<file path="config.mk">
export PLATFORM = sky130hd
export DESIGN_NAME = mw_word_reader
export DESIGN_NICKNAME = d
export VERILOG_FILES = /design/src/rtl/mw_rd_pkg.sv /design/src/rtl/mw_half_timer.sv /design/src/rtl/mw_cmd_shifter.sv /design/src/rtl/mw_rx_shifter.sv /design/src/rtl/mw_word_reader.sv
export SDC_FILE = /design/constraint.sdc
export NUM_CORES = 1
export LEC_CHECK = 0
export ABC_CLOCK_PERIOD_IN_PS = 2500
export BUFFER_PORTS_ARGS = -buffer_cell sky130_fd_sc_hd__buf_2
export CAP_MARGIN = 40
export CORE_MARGIN = 2
export CORE_UTILIZATION = 44
export DETAILED_ROUTE_END_ITERATION = 7
export PLACE_DENSITY_LB_ADDON = 0.3
export SLEW_MARGIN = 20
export SYNTH_ARGS = -nofsm -noshare
export SYNTH_HDL_FRONTEND = slang
export SYNTH_SLANG_ARGS = --single-unit
export TNS_END_PERCENT = 5
</file>
<file path="constraint.sdc">
create_clock -name clk -period 2.5 [get_ports clk]
set_clock_uncertainty 0.15 [all_clocks]
set_input_delay 0.375 -clock clk [delete_from_list [all_inputs] [get_ports clk]]
set_output_delay 0.375 -clock clk [all_outputs]
set_load 0.03 [all_outputs]
</file>
<file path="src/rtl/mw_rd_pkg.sv">
package mw_rd_pkg;

  // Kind of the half-period the sequencer is in
  typedef enum logic [1:0] {
    PK_SEL  = 2'd0,   // chip select up, clock and data idle
    PK_TX   = 2'd1,   // command / address bit going out
    PK_TURN = 2'd2,   // low gap between address and data
    PK_RX   = 2'd3    // data bit coming in
  } phase_kind_e;

  // Registered serial pin set
  typedef struct packed {
    logic cs;
    logic sk;
    logic dout;
  } pins_t;

  localparam logic [2:0] LEAD_BITS = 3'b110;  // start bit then read opcode
  localparam int         LEAD_W    = 3;

endpackage

</file>
<file path="src/rtl/mw_half_timer.sv">
module mw_half_timer #(
  parameter int HALF_DIV = 2
) (
  input  logic clk,
  input  logic rst_n,
  input  logic run,
  output logic half_end
);
  generate
    if (HALF_DIV <= 1) begin : g_every
      assign half_end = run;
    end else begin : g_count
      localparam int DIV_W = $clog2(HALF_DIV);
      localparam logic [DIV_W-1:0] DIV_LAST = DIV_W'(HALF_DIV - 1);
      logic [DIV_W-1:0] div_q;

      always_ff @(posedge clk or negedge rst_n) begin
        if (!rst_n)                div_q <= '0;
        else if (!run)             div_q <= '0;
        else if (div_q == DIV_LAST) div_q <= '0;
        else                       div_q <= div_q + 1'b1;
      end

      assign half_end = run && (div_q == DIV_LAST);
    end
  endgenerate
endmodule

</file>
<file path="src/rtl/mw_cmd_shifter.sv">
module mw_cmd_shifter #(
  parameter int W = 11
) (
  input  logic         clk,
  input  logic         rst_n,
  input  logic         load,
  input  logic         step,
  input  logic [W-1:0] frame,
  output logic         msb
);
  logic [W-1:0] sr_q;

  always_ff @(posedge clk or negedge rst_n) begin
    if (!rst_n)    sr_q <= '0;
    else if (load) sr_q <= frame;
    else if (step) sr_q <= {sr_q[W-2:0], 1'b0};
  end

  assign msb = sr_q[W-1];
endmodule

</file>
<file path="src/rtl/mw_rx_shifter.sv">
module mw_rx_shifter #(
  parameter int W = 16
) (
  input  logic         clk,
  input  logic         rst_n,
  input  logic         sample,
  input  logic         din,
  output logic [W-1:0] nxt
);
  logic [W-1:0] sr_q;

  assign nxt = {sr_q[W-2:0], din};

  always_ff @(posedge clk or negedge rst_n) begin
    if (!rst_n)      sr_q <= '0;
    else if (sample) sr_q <= nxt;
  end
endmodule

</file>
<file path="src/rtl/mw_word_reader.sv">
module mw_word_reader
  import mw_rd_pkg::*;
#(
  parameter int ADDR_W   = 8,
  parameter int DATA_W   = 16,
  parameter int HALF_DIV = 2
) (
  input  logic              clk,
  input  logic              rst_n,
  input  logic              start,
  input  logic [ADDR_W-1:0] start_addr,
  output logic              busy,
  output logic              done,
  output logic [DATA_W-1:0] rdata,
  output logic              ee_cs,
  output logic              ee_sk,
  output logic              ee_do,
  input  logic              ee_di
);
  localparam int N_TX   = LEAD_W + ADDR_W;
  localparam int TURN_P = 1 + 2 * N_TX;
  localparam int RX0_P  = TURN_P + 1;
  localparam int LAST_P = RX0_P + 2 * DATA_W - 1;
  localparam int PH_W   = $clog2(LAST_P + 1);
  localparam logic [PH_W-1:0] TURN_V = PH_W'(TURN_P);
  localparam logic [PH_W-1:0] RX0_V  = PH_W'(RX0_P);
  localparam logic [PH_W-1:0] LAST_V = PH_W'(LAST_P);

  logic              busy_q, done_q;
  logic [PH_W-1:0]   ph_q, ph_nx;
  logic [DATA_W-1:0] rdata_q, rx_word;
  pins_t             pins_q, pins_nx;
  logic              half_end, accept, cmd_bit, cmd_step, rx_sample;
  phase_kind_e       kind_cur, kind_nx;

  function automatic phase_kind_e classify(input logic [PH_W-1:0] p);
    if (p == '0)          return PK_SEL;
    else if (p < TURN_V)  return PK_TX;
    else if (p == TURN_V) return PK_TURN;
    else                  return PK_RX;
  endfunction

  // High half of the serial clock: second half of a TX bit, first half of an RX bit
  function automatic logic high_half(input logic [PH_W-1:0] p);
    logic [PH_W-1:0] off;
    case (classify(p))
      PK_TX:   begin off = p - PH_W'(1); return off[0];  end
      PK_RX:   begin off = p - RX0_V;    return ~off[0]; end
      default: return 1'b0;
    endcase
  endfunction

  assign accept   = start && !busy_q;
  assign ph_nx    = ph_q + 1'b1;
  assign kind_cur = classify(ph_q);
  assign kind_nx  = classify(ph_nx);

  mw_half_timer #(.HALF_DIV(HALF_DIV)) u_timer (
    .clk      (clk),
    .rst_n    (rst_n),
    .run      (busy_q),
    .half_end (half_end)
  );

  // Advance the outgoing frame as each bit is placed on the data line
  assign cmd_step = half_end && (kind_nx == PK_TX) && !high_half(ph_nx);

  mw_cmd_shifter #(.W(N_TX)) u_cmd (
    .clk   (clk),
    .rst_n (rst_n),
    .load  (accept),
    .step  (cmd_step),
    .frame ({LEAD_BITS, start_addr}),
    .msb   (cmd_bit)
  );

  // Take the input bit at the end of each low half of a receive bit
  assign rx_sample = half_end && (kind_cur == PK_RX) && !high_half(ph_q);

  mw_rx_shifter #(.W(DATA_W)) u_rx (
    .clk    (clk),
    .rst_n  (rst_n),
    .sample (rx_sample),
    .din    (ee_di),
    .nxt    (rx_word)
  );

  // Pin levels for the following half-period; data moves only in low halves
  always_comb begin
    pins_nx.cs   = 1'b1;
    pins_nx.sk   = high_half(ph_nx);
    pins_nx.dout = 1'b0;
    if (kind_nx == PK_TX)
      pins_nx.dout = pins_nx.sk ? pins_q.dout : cmd_bit;
  end

  always_ff @(posedge clk or negedge rst_n) begin
    if (!rst_n) begin
      busy_q  <= 1'b0;
      done_q  <= 1'b0;
      ph_q    <= '0;
      pins_q  <= '0;
      rdata_q <= '0;
    end else begin
      done_q <= 1'b0;
      if (accept) begin
        busy_q <= 1'b1;
        ph_q   <= '0;
        pins_q <= '{cs: 1'b1, sk: 1'b0, dout: 1'b0};
      end else if (half_end) begin
        if (ph_q == LAST_V) begin
          busy_q  <= 1'b0;
          done_q  <= 1'b1;
          pins_q  <= '0;
          rdata_q <= rx_word;
        end else begin
          ph_q   <= ph_nx;
          pins_q <= pins_nx;
        end
      end
    end
  end

  assign busy  = busy_q;
  assign done  = done_q;
  assign rdata = rdata_q;
  assign ee_cs = pins_q.cs;
  assign ee_sk = pins_q.sk;
  assign ee_do = pins_q.dout;

endmodule

</file>
==> qor.yml, run 1 <==
status: "finished clean"
synth_area_um2: 2355
grt_overflow_total: 0
cts_buffer_depth: 2
cts.clk_slew.worst_paths_ps: 100
syn2layout_area_growth_pct: 14.77
layout_commonest_cell: "dfrtp_1"
endpoint_kind: "flop"
die_area_um2: 5953
drc: 0
rsz0062_at_grt: "no"
drv_slew: 0
synth_edf_count: 0
start_kind: "flop"
antenna_found_initial: 0
syn_inst: 189
grt_pass1_vias: 1426
p_leak_uw: 0.001356
relSlewSlack: 0.6507
worst_pin_slew_ps: 524.0
diodes: 0
wl_per_cell_um: 13.89
viasPerCell: 5.278
worstPathArrival_ps: 2430
most-common-layout-cells: "dfrtp_1 (53), mux2_2 (32), buf_2 (32)"
setup_viol: 0
syn_nets: 204
cts-root-buf: "clkbuf_8"
ioPinCount: 33
cp_max_fo: 7
fin_crit_sh: 0.9548
ys_types: 38
drtIter0Drc: 88
grt_max_degree: 34
h-tree-depth: 2
ys_ff_latch: 54
p_total_uw: 2288
max-vdd-ir-drop_mv: 0.3920
clkLatencyLatePin_ps: 300
fmax_mhz: 418.9
grt_pass1_wl_mm: 7.024
first_pass_iters: 5
async_flop_share: 1.000
core-area_um2: 5140
final_cells: 295
ys_warn_count: 0
final_nets: 240
fin_tns_setup_ps: 0
routed_wl_mm: 4.099
cp.required_ps: 2550
drive_above_1_share: 0.3644
num_vias: 1557
cts_setup_buffers: 0
port_buffers: 32
synth_ff_type: "dfrtp_1"
die_w_um: 77.16
route.antenna.remaining_nets: 0
maxCapViolCount: 0
numCtsBuffers: 5
die_h_um: 77.16
critical_path_class: "reg -> reg"
period_needed_ps: 2387
hold_viol: 0
dpl.hpwl_mm: 2.758
numClockSinks: 54
tritoncts: "done"
initial_core_util: 0.4581
syn_avg_cell_area_um2: 12.46
synth_seq_area_share: 0.5739
rows: 26
p_per_area_nw_per_um2: 846.7
gp_congestion: 0.8777
min_path_type: "in -> reg"
dpl.cell_count: 287
grt_util_all_layers: 0.1476
## report_power, final
part / switching, uW / internal, uW / total (uW)
combinational: 330 / 286 / 616
sequential: 170 / 1020 / 1190
clock: 285 / 194 / 479
total: 785 / 1500 / 2290
## cells in the mapped netlist (all sizes together) (2+ instances only)
cell    count  area (um^2)
xnor2       2        17.52
nor2        7        26.28
o21ai       8        40.04
a21oi       5        25.02
clkbuf      2        7.510
nand2      14        52.55
a221o       7        70.07
a22o        2        17.52
inv         5        18.77
nor3b       2        15.01
mux2i       2        20.02
nand3       7        35.03
dfrtp      54         1351
buf         8        51.29
and3        2        13.77
mux2       32        360.4
ha          3        37.54
and2        9        57.56
nor3        2        10.01
nor2b       2        12.51
## what timing repair did
action | in CTS | in global routing
hold buffers | 1 | 0
endpoints found under the setup margin | 0 | 8
gates resized for setup | 0 | 2
endpoints found under the hold margin | 21 | 0
## sequential cells by signal, summed over array words and instances (netlist names), 6 cells and up
signal,flops
rdata,16
ph_q,6
u_rx.sr_q,15
u_cmd.sr_q,11
## through the flow
step | cell area (um^2) | hold slack (ps) | utilization | setup slack (ps)
6_report | 2703 | 160.1 | 0.5258 | 112.9
4_1_cts | 2699 | 154.5 | 0.5251 | 87.64
3_3_place_gp | 2606 | 234.0 | 0.5071 | 166.9
2_1_floorplan | 2355 | -70.59 | - | 262.2
3_5_place_dp | 2606 | 236.6 | 0.5071 | 96.36
5_1_grt | 2703 | 154.5 | 0.5258 | 36.82
## layer usage
layer	part of all wire	routed length (um)	up-vias	GRT usage
met4	0.015	60	0	0.04464
met5	0	0	-	0
li1	-	-	742	-
met2	0.44	1824	41	0.2200
met3	0.050	203	7	0.04706
met1	0.49	2010	767	0.2068
## kinds of logic after synthesis
kind of cell               after synthesis  synth area share
adders and majority gates                3           0.01594
xor gates and xnor gates                 3           0.01116
muxes                                   34            0.1615
DFF                                     54            0.5739
AOI/OAI and AO/OA                       29           0.09087
buffers and inverters                   15           0.03294
and+or+nand+nor                         51            0.1137
## critical path, stage by stage, from the launching register on
cell and delay (ps):
dfrtp_1 450, inv_1 130, ha_1 240, nor3b_1 150, a32oi_1 200, o311ai_1 170
o41a_1 450, a221o_1 330
## worst paths after layout
| path | start | cells past startpoint | slack, ps | endpoint |
|---|---|---|---|---|
| max in group asynchronous | rst_n | 3 | 1230 | ph_q[1] |
| worst max register to register | ph_q[0] | 7 | 110 | u_cmd.sr_q[2] |
| min in group asynchronous | rst_n | 2 | 420 | ph_q[2] |
| worst min-delay path | ee_di | 2 | 160 | rdata[0] |
| worst max-delay path | ph_q[0] | 7 | 110 | u_cmd.sr_q[2] |
| worst min register to register | u_timer.g_count.div_q | 1 | 300 | u_timer.g_count.div_q |
## cell type report
| class | instances | area, um^2 |
|---|---|---|
| fillers | 480 | 2437 |
| repair buffers | 39 | 227.7 |
| inverters | 5 | 18.77 |
| clock inverters | 2 | 13.76 |
| multi-input cells | 120 | 933.4 |
| well taps | 70 | 87.58 |
| flip-flops and latches | 54 | 1353 |
| clock buffers | 5 | 68.82 |
Note: power is estimated with default switching activity, not from simulation.
==> run 2: changes to the inputs <==
ABC_CLOCK_PERIOD_IN_PS = 2210   (was 2500)
clock period = 2.21 ns   (was 2.5 ns; I/O delays follow)
==> run 2 against run 1 <==
The flow now finishes with violations (setup timing). Sequential power is 12% higher. Worst setup slack worse by 220 ps. Sequential cell count stayed put. Non-clock buffer count is 14 higher. Clock-buffer cell count stayed put. Routed wire length is 11% higher. Via count is 3.5% higher. Final area is 7.9% higher. Global-route usage is 1.2 points higher. Clock power is 44% higher. Combinational power is 58% higher. Worst hold slack worse by 79 ps.
==> qor.yml, run 2 (synthesized netlist as in run 1, its figures left out) <==
die_w_um: 77.16
hold_end: "u_cmd.sr_q[0]"
cts.clk_slew.worst_paths_ps: 100
syn2layout_area_growth_pct: 23.86
relSlewSlack: 0.6423
design_area_um2: 2917
postPlaceCellArea_um2: 2734
worstSetupStartpoint: "ph_q[0]"
critical_path_class: "reg -> reg"
diodes: 0
layout_commonest_cell: "dfrtp_1"
fin_crit_sh: 1.046
violations: "setup timing"
worstPathArrival_ps: 2370
die_area_um2: 5953
p_per_area_nw_per_um2: 1027
grt_max_degree: 33
drive_above_1_share: 0.4458
wl_per_cell_um: 14.68
dpl.hpwl_mm: 3.099
core-area_um2: 5140
status: "finished with violations"
drtIter0Drc: 132
maxCapViolCount: 0
rr_startpoint: "ph_q[0]"
hold_viol: 0
clkLatencyLatePin_ps: 310
r2r-end: "u_cmd.sr_q[2]"
max-vdd-ir-drop_mv: 0.5043
cp.required_ps: 2270
start_kind: "flop"
num_vias: 1612
die_h_um: 77.16
fin_ws_ps: -102.5
dpl.cell_count: 299
gp_congestion: 0.9087
final_cells: 310
period_needed_ps: 2313
p_leak_uw: 0.001458
reg2reg_slack_ps: -100
final_nets: 254
min_path_type: "in -> reg"
rows: 26
grt_util_all_layers: 0.1591
drv_slew: 0
endpoint_kind: "flop"
fin_tns_setup_ps: -652.6
most-common-layout-cells: "dfrtp_1 (51), mux2_2 (32), buf_2 (32)"
cts_buffer_depth: 2
route.antenna.remaining_nets: 0
initial_core_util: 0.4581
fmax_mhz: 432.4
grt_overflow_total: 0
cts-root-buf: "clkbuf_8"
wl_met2_mm: 2.190
worst_pin_slew_ps: 536.6
numClockSinks: 54
rr_worst_depth: 7
cp_max_fo: 7
grt_pass1_wl_mm: 7.541
rsz0062_at_grt: "yes"
dr_wl_met3_um: 224
h-tree-depth: 2
hold_path_startpoint: "start_addr[0]"
drc: 0
port_buffers: 32
tritoncts: "done"
numCtsBuffers: 5
met1_length_mm: 2.103
top_layer_used: "met4"
antenna_found_initial: 0
hold_depth: 3
largest_reg_flops: 16
grt_pass1_vias: 1576
ioPinCount: 33
first_pass_iters: 4
viasPerCell: 5.200
setup_viol: 10
routed_wl_mm: 4.551
## run 2: metal layers
layer,vias to the layer above,global-route usage
li1,775,-
met1,788,0.2258
met2,45,0.2426
met3,4,0.03765
met4,0,0.05000
met5,-,0
## run 2: where the power goes
group / total (uW) / switching [uW] / internal [uW] / leakage (uW)
logic: 971 / 490 / 480 / 0.000678
registers: 1330 / 173 / 1160 / 0.000721
clock network: 691 / 345 / 346 / 0.0000591
## run 2: area by class of cell
class	count	area (um^2)
clock buffer	5	68.82
fill	463	2223
tap	70	87.58
timing repair buffer	53	345.3
multi-input combinational	120	991.0
clock inverter	3	47.55
sequential	54	1355
inverter	5	21.27
## run 2: repair_timing
| action | in CTS | in global routing |
|---|---|---|
| hold buffers | 1 | 0 |
| resized for setup | 4 | 5 |
| endpoints found under the hold margin | 22 | 0 |
| buffers inserted | 0 | 2 |
| endpoints found under the setup margin | 9 | 11 |
| pin swaps | 2 | 5 |
## run 2: worst max-delay path by stage
stage	end	slack, ps
final	u_cmd.sr_q[2]	-100
after global routing	u_cmd.sr_q[2]	-210
after CTS	u_cmd.sr_q[1]	2
after detailed placement	u_cmd.sr_q[1]	-70
after global placement	u_cmd.sr_q[1]	-40
after floorplan	u_cmd.sr_q[1]	-10
## run 2: worst max-delay path, cell delays in order (launching register included)
cell      delay [ps]
dfrtp_2          440
inv_4             50
ha_4             150
nor3b_2          150
a32oi_2          240
o311ai_2         170
o41a_1           500
a221o_1          350
## run 2: stage by stage
step | setup WS [ps] | hold WS, ps | util | power [uW]
after floorplan | -12.94 | -114.1 | - | 1929
after global placement | -44.90 | 188.3 | 0.5319 | 2222
after detailed placement | -65.64 | 193.5 | 0.5319 | 2234
after CTS | 1.907 | 74.75 | 0.5594 | 2948
after global routing | -213.9 | 100.6 | 0.5674 | 3174
final | -102.5 | 81.59 | 0.5674 | 2996
==> run 3: changes to the inputs <==
ABC_CLOCK_PERIOD_IN_PS = 1900   (was 2210)
clock period = 1.9 ns   (was 2.21 ns; I/O delays follow)
==> run 3 against run 2 <==
The flow still finishes with violations (setup timing). Final area is 3.0% higher. Via count is 3.0% higher. Worst setup slack worse by 220 ps. Critical path type unchanged.
==> qor.yml, run 3 (synthesized netlist as in run 1, its figures left out) <==
worstPathArrival_ps: 2260
p_leak_uw: 0.001521
cts.clk_slew.worst_paths_ps: 90
h-tree-depth: 2
start_kind: "flop"
dpl.hpwl_mm: 3.295
port_buffers: 32
violations: "setup timing"
drtIter0Drc: 105
route.antenna.remaining_nets: 0
grt_pass1_wl_mm: 7.638
first_pass_iters: 4
drv_slew: 0
endpoint_kind: "flop"
routed_wl_mm: 4.565
post-route-util: 0.5847
seq_area_um2: 1354
cts_buffer_depth: 2
status: "finished with violations"
hold_viol: 0
crit_chain: "buf_4 > nand2_2 > o22ai_1 > a211o_1 > o41a_1 > a221o_1"
grt_max_degree: 25
diodes: 0
grt_util_all_layers: 0.1633
core-area_um2: 5140
drc: 0
multi_input_area_um2: 989.7
largest_reg_flops: 16
final_nets: 265
num_vias: 1661
r2r-end: "u_cmd.sr_q[5]"
grt_pass1_vias: 1567
drive_above_1_share: 0.4622
layout_commonest_cell: "dfrtp_1"
die_h_um: 77.16
syn2layout_area_growth_pct: 27.63
die_area_um2: 5953
hold_depth: 3
antenna_found_initial: 0
fin_crit_sh: 1.170
fmax_mhz: 449.9
die_w_um: 77.16
cp.required_ps: 1940
fin_ws_ps: -322.8
maxCapViolCount: 0
wl_per_cell_um: 14.22
max-vdd-ir-drop_mv: 0.7742
hold_path_startpoint: "start_addr[0]"
tritoncts: "done"
rows: 26
clkLatencyLatePin_ps: 310
reg2reg_slack_ps: -320
worst_pin_slew_ps: 538.0
cts-root-buf: "clkbuf_8"
rr_worst_depth: 6
cp_slowest_cell: "o41a_1"
critical_path_class: "reg -> reg"
numClockSinks: 54
cp_max_fo: 9
viasPerCell: 5.174
numCtsBuffers: 5
ioPinCount: 33
crit_family: "compound AO/OA/AOI/OAI gates"
period_needed_ps: 2223
path_buf_inv: 1
grt_overflow_total: 0
p_per_area_nw_per_um2: 1180
rr_startpoint: "ph_q[0]"
whs_ps: 40.02
rsz0062_at_grt: "yes"
setup_viol: 26
gp_congestion: 0.8360
min_path_type: "in -> reg"
most-common-layout-cells: "dfrtp_1 (52), buf_2 (32), mux2_2 (31)"
hold_end: "u_cmd.sr_q[0]"
max_stage_delay_ps: 490
n_fill_cell: 450
relSlewSlack: 0.6413
initial_core_util: 0.4581
-- run 3: final cells by class --
class	count	area share
sequential	54	0.4505
tap	70	0.02914
clock inverter	2	0.01291
multi-input combinational	120	0.3293
inverter	5	0.007077
timing repair buffer	64	0.1436
clock buffer	6	0.02748
-- run 3: where the power goes --
part	internal (uW)	switching [uW]
Sequential	1350	169
Clock	434	377
Combinational	608	608
Total	2390	1150
-- run 3: worst reg2reg max path, delay by kind of cell (launching register included) --
| family | cells | cell delay (ps) |
|---|---|---|
| flip-flops | 1 | 460 |
| AO/OA/AOI/OAI | 4 | 1220 |
| AND/OR/NAND/NOR | 1 | 100 |
| buffers and inverters | 1 | 180 |
-- run 3: metal layers --
layer  share of wire  up-vias  track usage
li1                -      791            -
met1            0.48      830       0.2299
met2            0.46       30       0.2400
met3           0.043       10      0.04000
met4           0.020        0      0.07143
met5               0        -            0
-- run 3: repair_timing --
| action | 4_1_cts | 5_1_grt |
|---|---|---|
| setup buffers | 0 | 0 |
| resized for setup | 7 | 4 |
| hold endpoints to repair | 22 | 0 |
| hold buffers | 1 | 0 |
| pin swaps | 3 | 1 |
| setup endpoints to repair | 32 | 32 |
-- run 3: worst max path at each step --
| stage | from | end | slack [ps] | depth (start not counted) |
|---|---|---|---|---|
| 6_report | ph_q[0] | u_cmd.sr_q[5] | -320 | 6 |
| 5_1_grt | ph_q[0] | u_cmd.sr_q[7] | -410 | 6 |
| 3_3_place_gp | ph_q[0] | u_cmd.sr_q[1] | -340 | 6 |
| 4_1_cts | ph_q[0] | u_cmd.sr_q[7] | -320 | 6 |
| 3_5_place_dp | ph_q[0] | u_cmd.sr_q[1] | -400 | 6 |
| 2_1_floorplan | ph_q[0] | u_cmd.sr_q[1] | -320 | 8 |
-- run 3: stage by stage --
| step | TNS [ps] | worst slack, ps | std cells | power [uW] | area, um^2 |
|---|---|---|---|---|---|
| final | -3257 | -322.8 | 321 | 3546 | 3005 |
| after global routing | -5289 | -406.0 | 321 | 3758 | 3005 |
| after CTS | -3916 | -315.3 | 321 | 3562 | 2989 |
| after detailed placement | -6807 | -402.1 | 312 | 2698 | 2831 |
| after global placement | -6080 | -341.2 | 312 | 2675 | 2831 |
| after floorplan | -7156 | -322.9 | 189 | 2244 | 2386 |
